## config.mk

```make
export PLATFORM = sky130hd
export DESIGN_NAME = exc_entry_ctrl
export DESIGN_NICKNAME = d
export VERILOG_FILES = /design/src/rtl/exc_entry_pkg.sv /design/src/rtl/exc_arbiter.sv /design/src/rtl/exc_gen_save.sv /design/src/rtl/exc_dbg_save.sv /design/src/rtl/exc_entry_ctrl.sv
export SDC_FILE = /design/constraint.sdc
export NUM_CORES = 1
export LEC_CHECK = 0
export BUFFER_PORTS_ARGS = -buffer_cell sky130_fd_sc_hd__buf_2
export CAP_MARGIN = 20
export CORE_AREA = 2 2 167 169
export DETAILED_ROUTE_END_ITERATION = 16
export DIE_AREA = 0 0 169 171
export GPL_ROUTABILITY_DRIVEN = 1
export GPL_TIMING_DRIVEN = 0
export PLACE_DENSITY = 0.64
export SLEW_MARGIN = 25
export SYNTH_ARGS = -nofsm -noshare
export SYNTH_HDL_FRONTEND = slang
export SYNTH_SLANG_ARGS = --single-unit
```

## constraint.sdc

```tcl
create_clock -name clk -period 2.8 [get_ports clk]
set_clock_uncertainty 0.1 [all_clocks]
set_input_delay 0.14 -clock clk [delete_from_list [all_inputs] [get_ports clk]]
set_output_delay 0.14 -clock clk [all_outputs]
set_load 0.05 [all_outputs]
```

## src/rtl/exc_entry_pkg.sv

```systemverilog
package exc_entry_pkg;

  localparam int ILVL_W = 3;
  localparam int MIN_LVL = 2;
  localparam int MAX_LVL = 7;
  localparam int NLVL = MAX_LVL - MIN_LVL + 1;

  typedef enum logic [1:0] {
    VEC_USER   = 2'd0,
    VEC_KERNEL = 2'd1,
    VEC_DOUBLE = 2'd2,
    VEC_DEBUG  = 2'd3
  } vec_e;

  typedef enum logic [1:0] {
    ACT_NONE = 2'd0,
    ACT_GEN  = 2'd1,
    ACT_DBG  = 2'd2
  } act_e;

  typedef struct packed {
    logic              um;
    logic              excm;
    logic [ILVL_W-1:0] ilvl;
  } stat_t;

  localparam int STAT_W = $bits(stat_t);

endpackage

```

## src/rtl/exc_arbiter.sv

```systemverilog
module exc_arbiter
  import exc_entry_pkg::*;
#(
  parameter int DEBUG_LEVEL = 6
) (
  input  logic  exc_raise,
  input  logic  dbg_raise,
  input  stat_t stat,
  output act_e  act,
  output vec_e  vec_nxt
);

  localparam logic [ILVL_W-1:0] DL_V = ILVL_W'(DEBUG_LEVEL);

  logic dbg_ok;

  always_comb begin
    dbg_ok = dbg_raise && (stat.ilvl < DL_V);
    if (dbg_ok)         act = ACT_DBG;
    else if (exc_raise) act = ACT_GEN;
    else                act = ACT_NONE;

    if (dbg_ok)         vec_nxt = VEC_DEBUG;
    else if (stat.excm) vec_nxt = VEC_DOUBLE;
    else if (stat.um)   vec_nxt = VEC_USER;
    else                vec_nxt = VEC_KERNEL;
  end

endmodule

```

## src/rtl/exc_gen_save.sv

```systemverilog
module exc_gen_save #(
  parameter int XLEN     = 32,
  parameter int CAUSE_W  = 6,
  parameter bit HAS_DEPC = 1'b1
) (
  input  logic               clk,
  input  logic               rst,
  input  logic               take_gen,
  input  logic               excm_now,
  input  logic [XLEN-1:0]    pc,
  input  logic [CAUSE_W-1:0] cause,
  input  logic               vaddr_valid,
  input  logic [XLEN-1:0]    vaddr,
  output logic [XLEN-1:0]    epc1,
  output logic [XLEN-1:0]    depc,
  output logic [CAUSE_W-1:0] exccause,
  output logic [XLEN-1:0]    excvaddr
);

  always_ff @(posedge clk) begin
    if (rst) begin
      exccause <= '0;
      excvaddr <= '0;
    end else if (take_gen) begin
      exccause <= cause;
      if (vaddr_valid) excvaddr <= vaddr;
    end
  end

  generate
    if (HAS_DEPC) begin : g_depc
      always_ff @(posedge clk) begin
        if (rst) begin
          epc1 <= '0;
          depc <= '0;
        end else if (take_gen) begin
          if (excm_now) depc <= pc;
          else          epc1 <= pc;
        end
      end


      double_to_depc_chk: assert property (@(posedge clk) disable iff (rst)
        (take_gen && excm_now) |=> (depc == $past(pc)) && $stable(epc1));
    end else begin : g_nodepc
      always_ff @(posedge clk) begin
        if (rst)           epc1 <= '0;
        else if (take_gen) epc1 <= pc;
      end
      assign depc = '0;
    end
  endgenerate


  first_to_epc1_chk: assert property (@(posedge clk) disable iff (rst)
    (take_gen && !excm_now) |=> (epc1 == $past(pc)));


  vaddr_hold_chk: assert property (@(posedge clk) disable iff (rst)
    (!(take_gen && vaddr_valid)) |=> $stable(excvaddr));

endmodule

```

## src/rtl/exc_dbg_save.sv

```systemverilog
module exc_dbg_save
  import exc_entry_pkg::*;
#(
  parameter int XLEN        = 32,
  parameter int DCAUSE_W    = 6,
  parameter int DEBUG_LEVEL = 6
) (
  input  logic                   clk,
  input  logic                   rst,
  input  logic                   take_dbg,
  input  logic [XLEN-1:0]        pc,
  input  logic [DCAUSE_W-1:0]    dcause,
  input  stat_t                  old_stat,
  output logic [DCAUSE_W-1:0]    dbgcause,
  output logic [NLVL*XLEN-1:0]   epc_lvl,
  output logic [NLVL*STAT_W-1:0] eps_lvl
);

  always_ff @(posedge clk) begin
    if (rst)           dbgcause <= '0;
    else if (take_dbg) dbgcause <= dcause;
  end

  generate
    for (genvar lv = MIN_LVL; lv <= MAX_LVL; lv++) begin : g_lvl
      localparam int IDX = lv - MIN_LVL;
      if (lv == DEBUG_LEVEL) begin : g_live
        always_ff @(posedge clk) begin
          if (rst) begin
            epc_lvl[IDX*XLEN +: XLEN]     <= '0;
            eps_lvl[IDX*STAT_W +: STAT_W] <= '0;
          end else if (take_dbg) begin
            epc_lvl[IDX*XLEN +: XLEN]     <= pc;
            eps_lvl[IDX*STAT_W +: STAT_W] <= old_stat;
          end
        end


        eps_saves_old_chk: assert property (@(posedge clk) disable iff (rst)
          take_dbg |=> (eps_lvl[IDX*STAT_W +: STAT_W] == $past(old_stat)));
      end else begin : g_tied
        assign epc_lvl[IDX*XLEN +: XLEN]     = '0;
        assign eps_lvl[IDX*STAT_W +: STAT_W] = '0;
      end
    end
  endgenerate

endmodule

```

## src/rtl/exc_entry_ctrl.sv

```systemverilog
module exc_entry_ctrl
  import exc_entry_pkg::*;
#(
  parameter int XLEN        = 32,
  parameter int CAUSE_W     = 6,
  parameter int DCAUSE_W    = 6,
  parameter int DEBUG_LEVEL = 6,
  parameter bit HAS_DEPC    = 1'b1
) (
  input  logic                       clk,
  input  logic                       rst,
  input  logic                       exc_raise,
  input  logic [CAUSE_W-1:0]         exc_cause,
  input  logic [XLEN-1:0]            exc_pc,
  input  logic                       exc_vaddr_valid,
  input  logic [XLEN-1:0]            exc_vaddr,
  input  logic                       dbg_raise,
  input  logic [DCAUSE_W-1:0]        dbg_cause,
  input  logic                       st_wr,
  input  logic [STAT_W-1:0]          st_wdata,
  output logic                       excm_o,
  output logic                       um_o,
  output logic [ILVL_W-1:0]          ilvl_o,
  output logic [XLEN-1:0]            epc1_o,
  output logic [XLEN-1:0]            depc_o,
  output logic [CAUSE_W-1:0]         exccause_o,
  output logic [XLEN-1:0]            excvaddr_o,
  output logic [DCAUSE_W-1:0]        dbgcause_o,
  output logic [NLVL*XLEN-1:0]       epc_lvl_o,
  output logic [NLVL*STAT_W-1:0]     eps_lvl_o,
  output logic [1:0]                 vector_o,
  output logic                       redirect_o
);

  localparam logic [ILVL_W-1:0] DL_V = ILVL_W'(DEBUG_LEVEL);

  stat_t stat_q;
  act_e  act;
  vec_e  vec_nxt;
  vec_e  vec_q;
  logic  redir_q;

  exc_arbiter #(.DEBUG_LEVEL(DEBUG_LEVEL)) u_arb (
    .exc_raise (exc_raise),
    .dbg_raise (dbg_raise),
    .stat      (stat_q),
    .act       (act),
    .vec_nxt   (vec_nxt)
  );

  exc_gen_save #(.XLEN(XLEN), .CAUSE_W(CAUSE_W), .HAS_DEPC(HAS_DEPC)) u_gen (
    .clk         (clk),
    .rst         (rst),
    .take_gen    (act == ACT_GEN),
    .excm_now    (stat_q.excm),
    .pc          (exc_pc),
    .cause       (exc_cause),
    .vaddr_valid (exc_vaddr_valid),
    .vaddr       (exc_vaddr),
    .epc1        (epc1_o),
    .depc        (depc_o),
    .exccause    (exccause_o),
    .excvaddr    (excvaddr_o)
  );

  exc_dbg_save #(.XLEN(XLEN), .DCAUSE_W(DCAUSE_W), .DEBUG_LEVEL(DEBUG_LEVEL)) u_dbg (
    .clk      (clk),
    .rst      (rst),
    .take_dbg (act == ACT_DBG),
    .pc       (exc_pc),
    .dcause   (dbg_cause),
    .old_stat (stat_q),
    .dbgcause (dbgcause_o),
    .epc_lvl  (epc_lvl_o),
    .eps_lvl  (eps_lvl_o)
  );

  always_ff @(posedge clk) begin
    if (rst) begin
      stat_q  <= '0;
      vec_q   <= VEC_USER;
      redir_q <= 1'b0;
    end else begin
      redir_q <= (act != ACT_NONE);
      if (act != ACT_NONE) vec_q <= vec_nxt;
      case (act)
        ACT_GEN: stat_q.excm <= 1'b1;
        ACT_DBG: begin
          stat_q.excm <= 1'b1;
          stat_q.ilvl <= DL_V;
        end
        default: if (st_wr) stat_q <= stat_t'(st_wdata);
      endcase
    end
  end

  assign excm_o     = stat_q.excm;
  assign um_o       = stat_q.um;
  assign ilvl_o     = stat_q.ilvl;
  assign vector_o   = vec_q;
  assign redirect_o = redir_q;


  gen_sets_excm_chk: assert property (@(posedge clk) disable iff (rst)
    exc_raise |=> excm_o);


  dbg_level_chk: assert property (@(posedge clk) disable iff (rst)
    (dbg_raise && (ilvl_o < DL_V)) |=> (ilvl_o == DL_V) && excm_o && $stable(um_o));


  dbg_refused_chk: assert property (@(posedge clk) disable iff (rst)
    (dbg_raise && !(ilvl_o < DL_V) && !exc_raise && !st_wr)
      |=> $stable(ilvl_o) && $stable(dbgcause_o) && !redirect_o);


  redirect_cause_chk: assert property (@(posedge clk) disable iff (rst)
    redirect_o |-> $past(exc_raise || dbg_raise));

endmodule

```

==> impl_results.html <==
<table>
<tr><th>Metric</th><th>Value</th></tr>
<tr><th colspan="2">Detailed routing</th></tr>
<tr><td>Detailed Routing Iterations Pass 1</td><td>4</td></tr>
<tr><td>DRT antenna net count</td><td>0</td></tr>
<tr><td>Violation count after the first detailed-routing iteration</td><td>242</td></tr>
<tr><td>Routed wire per std cell</td><td>13.8 µm</td></tr>
<tr><td>Via-to-Cell Ratio</td><td>3.81</td></tr>
<tr><td>Vias</td><td>6476</td></tr>
<tr><td>Detailed Route WL</td><td>23500 µm</td></tr>
<tr><td>Count of unresolved DRC violations after routing</td><td>0</td></tr>
<tr><th colspan="2">Min path</th></tr>
<tr><td>Hold-critical path depth</td><td>4</td></tr>
<tr><td>Start point of the worst min-delay path</td><td>exc_raise</td></tr>
<tr><td>Worst min path class</td><td>input pin to register</td></tr>
<tr><td>Endpoint, Worst Hold</td><td>u_gen.exccause[0]$_SDFFE_PP0N_</td></tr>
<tr><th colspan="2">Setup path</th></tr>
<tr><td>Cell-by-cell listing of the critical path</td><td>dlygate4sd3_1, buf_2, a21boi_1, clkbuf_1, nand2_1, a21oi_1</td></tr>
<tr><td>Logic depth of the worst path, buffers included</td><td>6</td></tr>
<tr><td>Largest driver fanout on the critical path</td><td>10</td></tr>
<tr><td>Maximum single-stage delay on the critical path</td><td>0.67 ns</td></tr>
<tr><td>Bufs and invs on worst path</td><td>3</td></tr>
<tr><td>Setup slack on the worst flop-to-flop path</td><td>0.94 ns</td></tr>
<tr><td>Origin of the critical flop-to-flop path</td><td>ilvl_o[2]$_SDFFE_PP0P_</td></tr>
<tr><td>Worst path slowest cell</td><td>sky130_fd_sc_hd__clkbuf_1</td></tr>
<tr><td>WP data arrival</td><td>2.14 ns</td></tr>
<tr><td>Startpoint class of the critical path</td><td>input pin</td></tr>
<tr><td>RR Endpoint</td><td>u_dbg.epc_lvl[143]$_SDFFE_PP0N_</td></tr>
<tr><td>Setup CP Type</td><td>input pin to register</td></tr>
<tr><td>Critical path required time</td><td>3.04 ns</td></tr>
<tr><td>Family of cells with the greatest summed delay on the critical path</td><td>buffers and inverters</td></tr>
<tr><td>Length in cells of the worst reg-to-reg path</td><td>4</td></tr>
<tr><td>Critical path capture point type</td><td>register</td></tr>
<tr><th colspan="2">Synth</th></tr>
<tr><td>Count of warnings emitted by yosys</td><td>0</td></tr>
<tr><td>Seq/Total Area, Yosys</td><td>0.408</td></tr>
<tr><td>Adder-cell share of the synthesized area</td><td>0</td></tr>
<tr><td>Dominant combinational cell family by area after synthesis</td><td>buffers and inverters</td></tr>
<tr><td>Library cells used by synthesis</td><td>22</td></tr>
<tr><td>Syn Std Cell Area</td><td>0.00751 mm²</td></tr>
<tr><td>Xor and xnor area share after synthesis</td><td>0</td></tr>
<tr><td>Portion of netlist area occupied by mux cells</td><td>0.135</td></tr>
<tr><td>Synthesized area per cell</td><td>9.20 µm²</td></tr>
<tr><td>Number of storage elements in the synthesis netlist</td><td>153</td></tr>
<tr><td>Simple-gate area share of the yosys netlist</td><td>0.189</td></tr>
<tr><td>Syn Inst Count</td><td>816</td></tr>
<tr><td>Area contributors post-synth</td><td>sky130_fd_sc_hd__dfxtp_1, sky130_fd_sc_hd__buf_4, sky130_fd_sc_hd__mux2i_1</td></tr>
<tr><td>Cell type with the largest total area after synthesis</td><td>sky130_fd_sc_hd__dfxtp_1</td></tr>
<tr><td>Share of the synthesized area in compound gates (AO/OA/AOI/OAI)</td><td>0.0443</td></tr>
<tr><td>Area share of the largest cell type after synthesis</td><td>0.408</td></tr>
<tr><th colspan="2">Timing</th></tr>
<tr><td>Unrepaired setup endpoints after global routing</td><td>false</td></tr>
<tr><td>Final hold violation count</td><td>0</td></tr>
<tr><td>Total of endpoints with negative setup slack in the final report</td><td>0</td></tr>
<tr><td>Final total negative setup slack</td><td>0 ns</td></tr>
<tr><td>Share of the clock period used by the worst path after layout</td><td>0.681</td></tr>
<tr><td>Worst slew margin relative to its limit</td><td>0.359</td></tr>
<tr><td>Max Fclk</td><td>0.525 GHz</td></tr>
<tr><td>Post-route worst setup slack</td><td>0.894 ns</td></tr>
<tr><td>Final count of pins violating max slew</td><td>0</td></tr>
<tr><td>Slew at the pin closest to its max-slew limit</td><td>0.961 ns</td></tr>
<tr><td>Final critical path time including I/O delays and setup</td><td>1.91 ns</td></tr>
<tr><th colspan="2">Die</th></tr>
<tr><td>I/O pin count</td><td>425</td></tr>
<tr><td>Row Count</td><td>61</td></tr>
<tr><td>Chip width</td><td>169 µm</td></tr>
<tr><td>Die Area</td><td>0.0289 mm²</td></tr>
<tr><td>Effective utilization at floorplan</td><td>0.275</td></tr>
<tr><td>Die height</td><td>171 µm</td></tr>
<tr><td>Area of the core</td><td>0.0273 mm²</td></tr>
<tr><th colspan="2">CTS</th></tr>
<tr><td>Hold_buf cts</td><td>83</td></tr>
<tr><td>Clock input transition at the sequential cells of the worst setup and hold paths</td><td>0.07 ns</td></tr>
<tr><td>Buffers inserted by post-CTS timing repair</td><td>0</td></tr>
<tr><td>H-Tree Level Count</td><td>4</td></tr>
<tr><td>Maximum root-to-sink buffer count</td><td>2</td></tr>
<tr><td>Clock tree from TritonCTS</td><td>yes</td></tr>
<tr><td># clock sinks</td><td>153</td></tr>
<tr><td>CTS Root Cell</td><td>sky130_fd_sc_hd__clkbuf_16</td></tr>
<tr><td>Latest clock arrival within the worst-skew pair</td><td>0.42 ns</td></tr>
<tr><td>Number of resized instances in the post-cts repair step</td><td>0</td></tr>
<tr><td>CTS Buf Count</td><td>17</td></tr>
<tr><th colspan="2">Global routing</th></tr>
<tr><td>GRT Resource Usage Total</td><td>0.156</td></tr>
<tr><td>Largest net degree at the start of global routing</td><td>17</td></tr>
<tr><td>Global-route wire length before repair</td><td>34500 µm</td></tr>
<tr><td>Initial antenna violation count</td><td>0</td></tr>
<tr><td>Via count of the first global-routing pass</td><td>6183</td></tr>
<tr><td>Total congestion overflow after global routing</td><td>0</td></tr>
<tr><th colspan="2">Layout</th></tr>
<tr><td>Number of antenna repair diodes</td><td>0</td></tr>
<tr><td>Area delta synth-&gt;final</td><td>50.1%</td></tr>
<tr><td>Filler-free cell count of the finished design</td><td>1699</td></tr>
<tr><td>Nets</td><td>1427</td></tr>
<tr><td>Most frequent cells in the layout</td><td>sky130_fd_sc_hd__buf_2, sky130_fd_sc_hd__buf_4, sky130_fd_sc_hd__conb_1</td></tr>
<tr><td>Fraction of final layout cells sized beyond drive strength 1</td><td>0.353</td></tr>
<tr><td>Most common cell after layout, fill and taps aside</td><td>sky130_fd_sc_hd__buf_2</td></tr>
<tr><th colspan="2">Placement</th></tr>
<tr><td>I/O Buffers</td><td>238</td></tr>
<tr><td>Setup WS pre-CTS</td><td>0.429 ns</td></tr>
<tr><td>Placed cells</td><td>1584</td></tr>
<tr><td>Post-DP HPWL</td><td>17400 µm</td></tr>
<tr><td>Final GP Congestion</td><td>0.745</td></tr>
<tr><th colspan="2">Power</th></tr>
<tr><td>Peak supply drop</td><td>0.306 mV</td></tr>
<tr><td>Leakage Power</td><td>5.80 nW</td></tr>
<tr><td>PwrDens</td><td>585 mW/mm²</td></tr>
<tr><th colspan="2">Outcome</th></tr>
<tr><td>Run status</td><td>complete, no violations</td></tr>
<tr><th colspan="2">Run</th></tr>
<tr><td>Max-cap violations</td><td>0</td></tr>
</table>
## cell type report
type                    count  area, µm²
fillers                  2746      16100
repair buffers            321       2020
flip-flops and latches    153       3060
clock inverters            14        174
clock buffers              18        439
multi-input cells         612       3460
inverters                   1       3.75
well taps                 346        433
plain buffers             234       1670
## flip-flops by register name, summed over array words and instances, names as in the netlist, 2 cells and up
register / flops
ilvl_o: 3
u_gen.depc: 32
u_dbg.eps_lvl: 5
u_dbg.dbgcause: 6
u_gen.exccause: 6
u_gen.excvaddr: 32
u_gen.epc1: 32
u_dbg.epc_lvl: 32
vector_o: 2
## cell families (layout without fill, tap and decap cells)
group / Yosys count / after routing
and+or+nand+nor: 262 / 262
muxes: 101 / 101
AOI/OAI and AO/OA: 64 / 64
buffers and inverters: 235 / 588
other: 1 / 185
DFF: 153 / 153
## stage by stage
stage / power [mW] / hold WS, ns / utilization / area [µm²]
floorplan: 3.79 / 0.176 / - / 8200
global placement: 4.09 / 0.284 / 0.359 / 9820
detailed placement: 4.09 / 0.289 / 0.359 / 9820
CTS: 6.66 / 0.122 / 0.412 / 11300
global route: 6.87 / 0.158 / 0.412 / 11300
finish: 6.59 / 0.134 / 0.412 / 11300
## per-layer routing
metal	share of wire	GRT usage	vias up
met2	0.50	0.282	257
met5	0	0	-
met4	0.018	0.0505	0
li1	-	-	3283
met1	0.42	0.182	2911
met3	0.066	0.0386	25
## synth_stat cells
cell and instances:
sky130_fd_sc_hd__a21bo_1 1, sky130_fd_sc_hd__a21bo_2 1, sky130_fd_sc_hd__a21boi_1 1, sky130_fd_sc_hd__a21oi_1 53, sky130_fd_sc_hd__and3_4 2, sky130_fd_sc_hd__buf_1 3
sky130_fd_sc_hd__buf_2 6, sky130_fd_sc_hd__buf_4 185, sky130_fd_sc_hd__buf_6 12, sky130_fd_sc_hd__clkbuf_1 28, sky130_fd_sc_hd__conb_1 1, sky130_fd_sc_hd__dfxtp_1 153
sky130_fd_sc_hd__inv_2 1, sky130_fd_sc_hd__mux2i_1 101, sky130_fd_sc_hd__nand2_1 82, sky130_fd_sc_hd__nand2b_1 160, sky130_fd_sc_hd__nand3_1 7, sky130_fd_sc_hd__nor2_1 4
sky130_fd_sc_hd__nor2b_1 3, sky130_fd_sc_hd__nor3_1 3, sky130_fd_sc_hd__o21ai_0 8, sky130_fd_sc_hd__or3_1 1
## how the worst max path moves through the flow
stage | start | end | slack, ns
after floorplan | ilvl_o[2]$_SDFFE_PP0P_ | u_gen.epc1[10]$_SDFFE_PP0P_ | 0.98
after global placement | rst | redirect_o$_SDFF_PP0_ | 0.37
after detailed placement | rst | u_dbg.epc_lvl[143]$_SDFFE_PP0N_ | 0.43
after CTS | dbg_raise | u_dbg.epc_lvl[143]$_SDFFE_PP0N_ | 0.80
after global routing | dbg_raise | u_dbg.epc_lvl[141]$_SDFFE_PP0N_ | 0.66
final | dbg_raise | u_dbg.epc_lvl[143]$_SDFFE_PP0N_ | 0.89
## worst reg2reg max path: cells and delay by family, from the launching register on
| family | cells | cell delay [ns] |
|---|---|---|
| buf+inv | 1 | 0.67 |
| compound gates | 2 | 0.54 |
| flops | 1 | 0.35 |
| simple gates | 1 | 0.13 |
## where the power goes
| part | leakage, nW | total [mW] | switching, mW | internal (mW) |
|---|---|---|---|---|
| clock network | 0.300 | 2.45 | 1.07 | 1.38 |
| registers | 1.25 | 2.34 | 0.0545 | 2.28 |
| logic | 4.25 | 1.81 | 1.28 | 0.527 |
Power figures use the tool's default switching activity.
